**config.mk**
```make
export PLATFORM = sky130hd
export DESIGN_NAME = spi_seg_master
export DESIGN_NICKNAME = d
export VERILOG_FILES = /design/src/rtl/spi_pkg.sv /design/src/rtl/spi_regs.sv /design/src/rtl/spi_clkgen.sv /design/src/rtl/spi_shifter.sv /design/src/rtl/spi_seg_master.sv
export SDC_FILE = /design/constraint.sdc
export NUM_CORES = 1
export LEC_CHECK = 0
export CAP_MARGIN = 10
export CORE_MARGIN = 2
export CORE_UTILIZATION = 50
export DETAILED_ROUTE_END_ITERATION = 10
export DONT_BUFFER_PORTS = 1
export GPL_TIMING_DRIVEN = 0
export HOLD_SLACK_MARGIN = 0.15
export MAX_ROUTING_LAYER = met4
export PLACE_DENSITY = 0.73
export SYNTH_ARGS = -nofsm -noshare
export SYNTH_HDL_FRONTEND = slang
export SYNTH_SLANG_ARGS = --single-unit
```
**constraint.sdc**
```tcl
create_clock -name clk_i -period 4.2 [get_ports clk_i]
set_input_delay 0.63 -clock clk_i [delete_from_list [all_inputs] [get_ports clk_i]]
set_output_delay 0.63 -clock clk_i [all_outputs]
set_load 0.03 [all_outputs]
```
**src/rtl/spi_pkg.sv**
```systemverilog
package spi_pkg;
  typedef enum logic [2:0] {
    ADDR_DATA = 3'd0,
    ADDR_CFG  = 3'd1,
    ADDR_LEN  = 3'd2,
    ADDR_DIV  = 3'd3,
    ADDR_SEL  = 3'd4,
    ADDR_POL  = 3'd5
  } reg_addr_e;

  typedef struct packed {
    logic       half_duplex;
    logic       lsb_first;
    logic       cpha;
    logic       cpol;
    logic [1:0] unused;
    logic       end_seg;
    logic       offline;
  } spi_cfg_t;

  localparam logic [7:0] CFG_WMASK = 8'hF3;
endpackage

```
**src/rtl/spi_regs.sv**
```systemverilog
module spi_regs
  import spi_pkg::*;
#(
  parameter int DW   = 32,
  parameter int LW   = 5,
  parameter int DIVW = 8,
  parameter int NCS  = 4
) (
  input  logic            clk_i,
  input  logic            rst_ni,
  input  logic            we_i,
  input  logic [2:0]      addr_i,
  input  logic [DW-1:0]   wdata_i,
  input  logic [DW-1:0]   rx_i,
  output spi_cfg_t        cfg_o,
  output logic [LW-1:0]   len_o,
  output logic [DIVW-1:0] div_o,
  output logic [NCS-1:0]  sel_o,
  output logic [NCS-1:0]  pol_o,
  output logic [DW-1:0]   rdata_o,
  output logic            start_o
);
  spi_cfg_t        cfg_q;
  logic [LW-1:0]   len_q;
  logic [DIVW-1:0] div_q;
  logic [NCS-1:0]  sel_q, pol_q;

  always_ff @(posedge clk_i or negedge rst_ni) begin
    if (!rst_ni) begin
      cfg_q <= '0;
      len_q <= '0;
      div_q <= '0;
      sel_q <= '0;
      pol_q <= '0;
    end else if (we_i) begin
      case (addr_i)
        ADDR_CFG: cfg_q <= spi_cfg_t'(wdata_i[7:0] & CFG_WMASK);
        ADDR_LEN: len_q <= wdata_i[LW-1:0];
        ADDR_DIV: div_q <= wdata_i[DIVW-1:0];
        ADDR_SEL: sel_q <= wdata_i[NCS-1:0];
        ADDR_POL: pol_q <= wdata_i[NCS-1:0];
        default:  ;
      endcase
    end
  end

  always_comb begin
    rdata_o = '0;
    case (addr_i)
      ADDR_DATA: rdata_o = rx_i;
      ADDR_CFG:  rdata_o[7:0] = cfg_q;
      ADDR_LEN:  rdata_o[LW-1:0] = len_q;
      ADDR_DIV:  rdata_o[DIVW-1:0] = div_q;
      ADDR_SEL:  rdata_o[NCS-1:0] = sel_q;
      ADDR_POL:  rdata_o[NCS-1:0] = pol_q;
      default:   rdata_o = '0;
    endcase
  end

  assign start_o = we_i && (addr_i == ADDR_DATA);
  assign cfg_o   = cfg_q;
  assign len_o   = len_q;
  assign div_o   = div_q;
  assign sel_o   = sel_q;
  assign pol_o   = pol_q;
endmodule

```
**src/rtl/spi_clkgen.sv**
```systemverilog
module spi_clkgen #(
  parameter int DIVW = 8
) (
  input  logic            clk_i,
  input  logic            rst_ni,
  input  logic            en_i,
  input  logic [DIVW-1:0] div_i,
  output logic            tick_o,
  output logic            half_o
);
  localparam int RW = DIVW + 1;

  logic [DIVW-1:0] div_l;
  logic [RW-1:0]   ratio, h_lo, h_hi, lim, cnt_q;
  logic            half_q;

  // odd ratios put the extra cycle in the second half
  assign ratio = {1'b0, div_l} + RW'(2);
  assign h_lo  = ratio >> 1;
  assign h_hi  = ratio - h_lo;
  assign lim   = half_q ? (h_hi - RW'(1)) : (h_lo - RW'(1));

  always_ff @(posedge clk_i or negedge rst_ni) begin
    if (!rst_ni) begin
      cnt_q  <= '0;
      half_q <= 1'b0;
      div_l  <= '0;
    end else if (!en_i) begin
      cnt_q  <= '0;
      half_q <= 1'b0;
      div_l  <= div_i;
    end else if (cnt_q == lim) begin
      cnt_q  <= '0;
      half_q <= ~half_q;
    end else begin
      cnt_q <= cnt_q + RW'(1);
    end
  end

  assign tick_o = en_i && (cnt_q == lim);
  assign half_o = half_q;
endmodule

```
**src/rtl/spi_shifter.sv**
```systemverilog
module spi_shifter
  import spi_pkg::*;
#(
  parameter int DW  = 32,
  parameter int LW  = 5,
  parameter int NCS = 4
) (
  input  logic           clk_i,
  input  logic           rst_ni,
  input  logic           start_i,
  input  logic [DW-1:0]  tx_i,
  input  spi_cfg_t       cfg_i,
  input  logic [LW-1:0]  len_i,
  input  logic [NCS-1:0] sel_i,
  input  logic           tick_i,
  input  logic           half_i,
  input  logic           sdi_i,
  input  logic           sdo_line_i,
  output logic           busy_o,
  output logic           hold_o,
  output logic           sdo_o,
  output logic           sdo_oe_o,
  output logic           sclk_act_o,
  output logic [NCS-1:0] cs_act_o,
  output logic [DW-1:0]  rx_o
);
  logic [DW-1:0]  sr_q, rx_q;
  logic [LW-1:0]  bits_q;
  logic [NCS-1:0] sel_l;
  logic           busy_q, hold_q, cpha_l, lsb_l, hd_l, end_l;
  logic           go, in_bit;

  assign go     = start_i && !busy_q && !cfg_i.offline;
  assign in_bit = hd_l ? sdo_line_i : sdi_i;

  always_ff @(posedge clk_i or negedge rst_ni) begin
    if (!rst_ni) begin
      busy_q <= 1'b0;
      hold_q <= 1'b0;
      sr_q   <= '0;
      rx_q   <= '0;
      bits_q <= '0;
      sel_l  <= '0;
      cpha_l <= 1'b0;
      lsb_l  <= 1'b0;
      hd_l   <= 1'b0;
      end_l  <= 1'b0;
    end else if (cfg_i.offline) begin
      busy_q <= 1'b0;
      hold_q <= 1'b0;
    end else if (go) begin
      busy_q <= 1'b1;
      hold_q <= 1'b1;
      bits_q <= len_i;
      // LSB-first: move the bottom of the left-justified field to bit 0
      sr_q   <= cfg_i.lsb_first ? (tx_i >> (LW'(DW-1) - len_i)) : tx_i;
      sel_l  <= sel_i;
      cpha_l <= cfg_i.cpha;
      lsb_l  <= cfg_i.lsb_first;
      hd_l   <= cfg_i.half_duplex;
      end_l  <= cfg_i.end_seg;
    end else if (busy_q && tick_i) begin
      if (!half_i) begin
        rx_q <= {rx_q[DW-2:0], in_bit};
      end else if (bits_q == '0) begin
        busy_q <= 1'b0;
        if (end_l) hold_q <= 1'b0;
      end else begin
        bits_q <= bits_q - LW'(1);
        sr_q   <= lsb_l ? (sr_q >> 1) : (sr_q << 1);
      end
    end
  end

  assign busy_o     = busy_q;
  assign hold_o     = hold_q;
  assign sdo_o      = busy_q && (lsb_l ? sr_q[0] : sr_q[DW-1]);
  assign sdo_oe_o   = busy_q && !hd_l;
  assign sclk_act_o = busy_q && (half_i ^ cpha_l);
  assign cs_act_o   = sel_l & {NCS{hold_q}};
  assign rx_o       = rx_q;
endmodule

```
**src/rtl/spi_seg_master.sv**
```systemverilog
module spi_seg_master
  import spi_pkg::*;
#(
  parameter int NCS  = 4,
  parameter int DW   = 32,
  parameter int DIVW = 8
) (
  input  logic            clk_i,
  input  logic            rst_ni,
  input  logic            reg_we_i,
  input  logic [2:0]      reg_addr_i,
  input  logic [DW-1:0]   reg_wdata_i,
  output logic [DW-1:0]   reg_rdata_o,
  output logic            writable_o,
  output logic            idle_o,
  output logic            sclk_o,
  output logic            sdo_o,
  output logic            sdo_oe_o,
  input  logic            sdo_line_i,
  input  logic            sdi_i,
  output logic [NCS-1:0]  cs_o
);
  localparam int LW = $clog2(DW);

  spi_cfg_t        cfg;
  logic [LW-1:0]   len;
  logic [DIVW-1:0] div;
  logic [NCS-1:0]  sel, pol, cs_act;
  logic [DW-1:0]   rx;
  logic            start, busy, hold, tick, half;
  logic            sh_sdo, sh_oe, sclk_act;
  logic            offline, cpol, cfg_hd;

  assign offline = cfg.offline;
  assign cpol    = cfg.cpol;
  assign cfg_hd  = cfg.half_duplex;

  spi_regs #(.DW(DW), .LW(LW), .DIVW(DIVW), .NCS(NCS)) u_regs (
    .clk_i, .rst_ni,
    .we_i(reg_we_i), .addr_i(reg_addr_i), .wdata_i(reg_wdata_i),
    .rx_i(rx), .cfg_o(cfg), .len_o(len), .div_o(div),
    .sel_o(sel), .pol_o(pol), .rdata_o(reg_rdata_o), .start_o(start)
  );

  spi_clkgen #(.DIVW(DIVW)) u_clk (
    .clk_i, .rst_ni, .en_i(busy), .div_i(div), .tick_o(tick), .half_o(half)
  );

  spi_shifter #(.DW(DW), .LW(LW), .NCS(NCS)) u_sh (
    .clk_i, .rst_ni,
    .start_i(start), .tx_i(reg_wdata_i), .cfg_i(cfg), .len_i(len), .sel_i(sel),
    .tick_i(tick), .half_i(half), .sdi_i(sdi_i), .sdo_line_i(sdo_line_i),
    .busy_o(busy), .hold_o(hold), .sdo_o(sh_sdo), .sdo_oe_o(sh_oe),
    .sclk_act_o(sclk_act), .cs_act_o(cs_act), .rx_o(rx)
  );

  assign sclk_o     = cpol ^ (sclk_act && !offline);
  assign sdo_o      = sh_sdo && !offline;
  assign sdo_oe_o   = sh_oe && !offline;
  assign cs_o       = ~pol ^ (cs_act & {NCS{!offline}});
  assign writable_o = !busy && !offline;
  assign idle_o     = !busy && !hold;
endmodule

```
Word level (Yosys, flattened, before mapping)
Cells that the tools add are included.

$add $sub $neg: 7. Eq/ne operators: 8. Shift-type cells: 1. Mux-type cells: 32. Bitwise logic cells: 9. Reduce and logical (&&, ||, !) cells: 35.

Operators by type and width (count): 32-bit 2-to-1 mux (6); 32-bit by 5-bit right shift with 32-bit output (1); 9-bit 2-to-1 mux (3); 24-bit 2-to-1 mux (1); 4-bit case mux with 6 select lines (1); 5-bit 2-to-1 mux (4); 1-bit 2-to-1 mux (15); 1-bit logical AND (13); 2-bit AND reduction (6); 4-bit AND reduction (3); 3-bit nonzero test (4); 8-bit by 2-bit adder with 9-bit output, second input constant (1); 9-bit by 1-bit adder with 9-bit output, second input constant (1); 9-bit equality test (1); 3-bit case mux with 3 select lines (1); 8-bit by 1-bit subtractor with 9-bit output, second input constant (1); 9-bit by 1-bit subtractor with 9-bit output, second input constant (1); 9-bit by 8-bit subtractor with 9-bit output (1); 4-bit AND (2); 3-bit by 2-bit equality test with 1-bit output, second input constant (2); 3-bit equality test, second input constant (2); 5-bit logical NOT (1); 5-bit by 1-bit subtractor with 5-bit output, second input constant (1); 5-bit subtractor, first input constant (1); 12 further kinds (19).

Bits in registers: 124. Input port bits: 40. Output and inout port bits: 41. Logic and storage cells: 115.

Logic depth before layout (Yosys ltp)
Word-level depth: 10. Gate-level depth with buffers: 18. Gate-level depth less buffers: 14.

By module
Synthesis repeated with hierarchy kept, for this count alone.

Cell total of the unflattened synthesis: 956. Area total of the unflattened synthesis: 9475.3 um^2.

By module, submodules not included: spi_shifter (instances 1, cells an instance 562, area an instance 5734.2 um^2); spi_clkgen (instances 1, cells an instance 247, area an instance 2099.5 um^2); spi_regs (instances 1, cells an instance 133, area an instance 1546.5 um^2); spi_seg_master (instances 1, cells an instance 14, area an instance 95.1 um^2).

Worst setup path before layout
Ideal clock, no wire load.

Kind: register to register. From: reg u_clk.div_l[1]. To: reg u_sh.sr_q[16]. Arrival time: 3.717 ns. Path slack: 0.357 ns. Stages on the path, launching flop included: 18. Path buffers: 5. Cell sequence: dfrtp_1 -> buf_2 -> clkbuf_1 -> nand3_1 -> xnor2_1 -> ha_1 -> or2_1 -> a2111oi_0 -> nor2_1 -> o2111ai_1 -> nand4_2 -> or3_1 -> buf_4 -> nor3_4 -> buf_6 -> buf_8 -> nor2_1 -> a221o_1.

Longest elaborated chain between the ends: 9. Elaborated cells between the ends (all ways): 10. Those cells by class: 4 x add/sub; 1 x eq/ne; 1 x mux; 4 x reduce/logical.

Ends and longest elaborated chain: start, declared (RTL line spi_clkgen.sv:13) `logic [DIVW-1:0] div_l;`; start signal, assigned (RTL line spi_clkgen.sv:31) `div_l <= div_i;`; 8-bit by 2-bit adder with 9-bit output * (RTL line spi_clkgen.sv:18) `assign ratio = {1'b0, div_l} + RW'(2);`; 9-bit by 8-bit subtractor with 9-bit output (RTL line spi_clkgen.sv:20) `assign h_hi = ratio - h_lo;`; 9-bit by 1-bit subtractor with 9-bit output (RTL line spi_clkgen.sv:21) `assign lim = half_q ? (h_hi - RW'(1)) : (h_lo - RW'(1));`; 9-bit 2-to-1 mux * (RTL line spi_clkgen.sv:21); 9-bit equality test * (RTL line spi_clkgen.sv:40) `assign tick_o = en_i && (cnt_q == lim);`; 1-bit logical AND * (RTL line spi_clkgen.sv:40); 1-bit logical AND * (RTL line spi_shifter.sv:62) `end else if (busy_q && tick_i) begin`; 2-bit nonzero test (no source line) *; 4-bit AND reduction (no source line) *; end signal, assigned (RTL line spi_shifter.sv:56) `sr_q <= cfg_i.lsb_first ? (tx_i >> (LW'(DW-1) - len_i)) : tx_i;`; end signal, assigned (RTL line spi_shifter.sv:70) `sr_q <= lsb_l ? (sr_q >> 1) : (sr_q << 1);`; end, declared (RTL line spi_shifter.sv:27) `logic [DW-1:0] sr_q, rx_q;`.

Mark *: on every way between the ends. The rest lies on a longest branch, timed or not. A chain may end at the register's enable or synchronous reset.

Final worst setup path
From: reg u_clk.div_l[1]. To: reg u_sh.sr_q[29].

Same word-level chain as after synthesis.

==> results_dict.tcl <==
set metrics [dict create \
    run_status "complete, no violations" \
    setup_violations 0 \
    synth_nets 1054 \
    hold_violations 0 \
    synth_edf_count 0 \
    cts_sinks 124 \
    required_ns 4.50 \
    slew_headroom 0.180 \
    synth_area_per_cell_um2 9.02 \
    grt_max_degree 125 \
    ys_top_cells_by_area "dfrtp_1 34%, mux2_2 13%, nand2_1 5.3%" \
    path_delay_family "compound AO/OA/AOI/OAI gates" \
    synth_seq_cells 124 \
    max_freq_ghz 0.247 \
    cellPowerDensity_nw_per_um2 568 \
    cp_num_buf_inv 4 \
    crit_chain "buf_4 > ha_2 > xnor2_2 > ha_2 > o41ai_2 > nand3_1 > a21o_1 > and4_1 > or3_1 > buf_4 > nor3_4 > buf_6 > buf_6 > nor2_1 > a221o_1" \
    dieArea_um2 19200 \
    die_x_um 138 \
    final_nets 1079 \
    grt_pass1_wl_mm 42.3 \
    htreeDepth 4 \
    hp-class "input port to async pin" \
    synth_seq_area_share 0.343 \
    min_period_over_period 0.964 \
    io_buffers 0 \
    instances_no_fill 1270 \
    grt.total_usage 0.285 \
    finalCriticalPeriod_ns 4.05 \
    slew_violations 0 \
    rows 49 \
    drt-initial-drc-count 853 \
    vias 8109 \
    p_leak_uw 0.00423 \
    syn_to_final_growth_pct 11.8 \
    synth_cells 1003 \
    cp_slowest_cell "o41ai_2" \
    design_area_um2 10100 \
    dp.cells 1232 \
    async_flop_share 1.00 \
    ys_warn_count 0 \
    wl_mm 27.0 \
    crit_fanout 10 \
    cap_violations 0 \
    cts_tree "done" \
    drc 0 \
    synth_top_area_cell "dfrtp_1" \
    grt-ovfl-total 0 \
    core_area_um2 17800 \
    initial_core_util 0.507 \
    yosysUniqueCellTypes 75 \
    n_antenna_cell 0 \
    ios 81 \
    regArea_um2 3100 \
    cts_buffer_depth 2 \
    final_antenna_net_count 0 \
    cts_made_buffers 17 \
    root_buffer "clkbuf_16" \
    netlist_area_um2 9040 \
    dp_hpwl_mm 19.4 \
    synth_ff_type "dfrtp_1" \
    vias_per_cell 6.39 \
    worst_ep_arrival_time_ns 4.35 \
    wl_per_cell_um 21.3 \
    drtPass1Iterations 5 \
    place_area_um2 9330 \
    synth_top_area_frac 0.343 \
    clk_pin_slew_ns 0.06 \
    multi_input_area_um2 5550 \
    vdd_drop_max_v 0.000338 \
    slowest_delay_ns 0.48 \
    drive_gt1_frac 0.191 \
    clkLatencyLatePin_ns 0.43 \
    endpoint_kind "flop" \
    finClkSkew_ns 0.0110 \
    die_h_um 138 \
    antenna_found_initial 0 \
    gp_congestion 1.03 \
    setup.worst_path.start_class "flop" \
    n_fill_cell 1555 \
    tightest_slew_ns 1.22 \
    rrSetupSlack_ns 0.15 \
    critPathKind "flop to flop" \
    grt_pass1_vias 7707 \
]
-- metal layers --
| metal | up-vias | wire length (um) | global-route usage |
|---|---|---|---|
| met2 | 405 | 12600 | 0.436 |
| met3 | 65 | 2320 | 0.0592 |
| met5 | - | 0 | - |
| li1 | 3680 | - | - |
| met4 | 0 | 544 | 0.0779 |
| met1 | 3959 | 11500 | 0.389 |
-- cell type report --
type                            count  area share
Clock inverter                     14      0.0146
Timing Repair Buffer                6     0.00643
Inverter                           31      0.0115
Clock buffer                       18      0.0434
Multi-Input combinational cell    763       0.549
Sequential cell                   124       0.307
Buffer                             85      0.0402
Tap cell                          229      0.0283
-- worst register-to-register path: cells and delay by family, from the launching register on --
family	cells	cell delay (ns)
AOI/OAI and AO/OA	3	0.95
xor gates and xnor gates	1	0.36
adders and majority gates	2	0.63
buffers and inverters	4	0.67
DFF	1	0.39
and+or+nand+nor	5	0.95
-- power by group --
part / leakage [uW] / switching (uW) / internal, uW
Combinational: 0.00236 / 1470 / 1060
Sequential: 0.00158 / 256 / 1500
Clock: 0.000287 / 609 / 853
Total: 0.00423 / 2330 / 3410
-- placed cells by master, fill, tap and decap left out, types with 14 or more instances in the layout --
cell	Yosys	layout
mux2_2	105	105
o221ai_1	15	15
clkbuf_1	57	56
o21ai_0	45	44
a21oi_1	39	39
nor2_1	61	61
o211ai_1	24	24
xnor2_1	24	22
nand4_1	15	15
inv_1	29	29
xor2_1	15	15
dfrtp_1	124	123
nor2b_1	14	14
nand2b_1	16	16
mux2i_1	47	47
nand3_1	30	30
and2_1	27	27
clkbuf_16	0	17
nand2_1	127	127
-- stage by stage --
| step | total power [uW] | hold WS [ns] | setup WS [ns] | setup TNS [ns] | utilization |
|---|---|---|---|---|---|
| floorplan | 3520 | 0.334 | 0.357 | 0 | - |
| global placement | 4060 | 0.336 | -0.461 | -24.90 | 0.523 |
| detailed placement | 4090 | 0.336 | -0.514 | -28.63 | 0.523 |
| CTS | 5620 | 0.186 | 0.00369 | 0 | 0.560 |
| global route | 6040 | 0.206 | -0.000600 | -0.000600 | 0.567 |
| finish | 5740 | 0.145 | 0.150 | 0 | 0.567 |
-- what timing repair did --
item	CTS	global route
endpoints found under the hold margin	124	0
hold buffers	1	0
cloned	0	0
endpoints found under the setup margin	80	79
pin swaps	1	3
setup buffers	2	3
resized for setup	6	28
-- cell families (layout without fill, tap and decap cells) --
group	count (synthesis)	after routing	share of synthesized area
fa+ha+maj	11	11	0.0152
flops	124	124	0.343
compound gates	217	217	0.161
mux	160	160	0.203
simple gates	335	335	0.184
xor+xnor	40	40	0.0396
buf+inv	116	154	0.0544
-- synth_stat cells, drive strengths merged, types with 4 or more instances --
master and number:
nor4 5, o211a 4, a211oi 9, and3 7, buf 27, xnor2 25
clkbuf 58, and2 27, dfrtp 124, xor2 15, inv 30, o211ai 25
o221ai 15, nor2 62, mux4 8, o21ai 56, nor2b 14, mux2 105
a21o 6, a21oi 39, a221o 11, nor3 7, nand3 32, o22ai 13
a31oi 12, a211o 4, nand2b 16, mux2i 47, nand2 127, nand4 16
ha 11
-- final timing paths --
kind | start | to | cells after the start
worst max register to register | u_clk.div_l[1] | u_sh.sr_q[29] | 15
worst min register to register | u_sh.end_l | u_sh.hold_o | 1
worst max-delay path | u_clk.div_l[1] | u_sh.sr_q[29] | 15
worst min-delay path | rst_ni | u_sh.rx_o[15] | 1
max in group asynchronous | rst_ni | u_clk.div_l[2] | 1
min in group clk_i | reg_wdata_i[2] | u_regs.len_o[2] | 2
-- flip-flops by register name (all words and copies together), names as in the netlist, 4 cells and up --
signal	count
u_sh.sel_l	4
u_regs.len_o	5
u_clk.cnt_q	9
u_regs.sel_o	4
u_regs.div_o	8
u_regs.cfg_o	6
u_sh.sr_q	32
u_sh.rx_o	32
u_clk.div_l	8
u_regs.pol_o	4
u_sh.bits_q	5
Note: power is estimated with default switching activity, not from simulation.
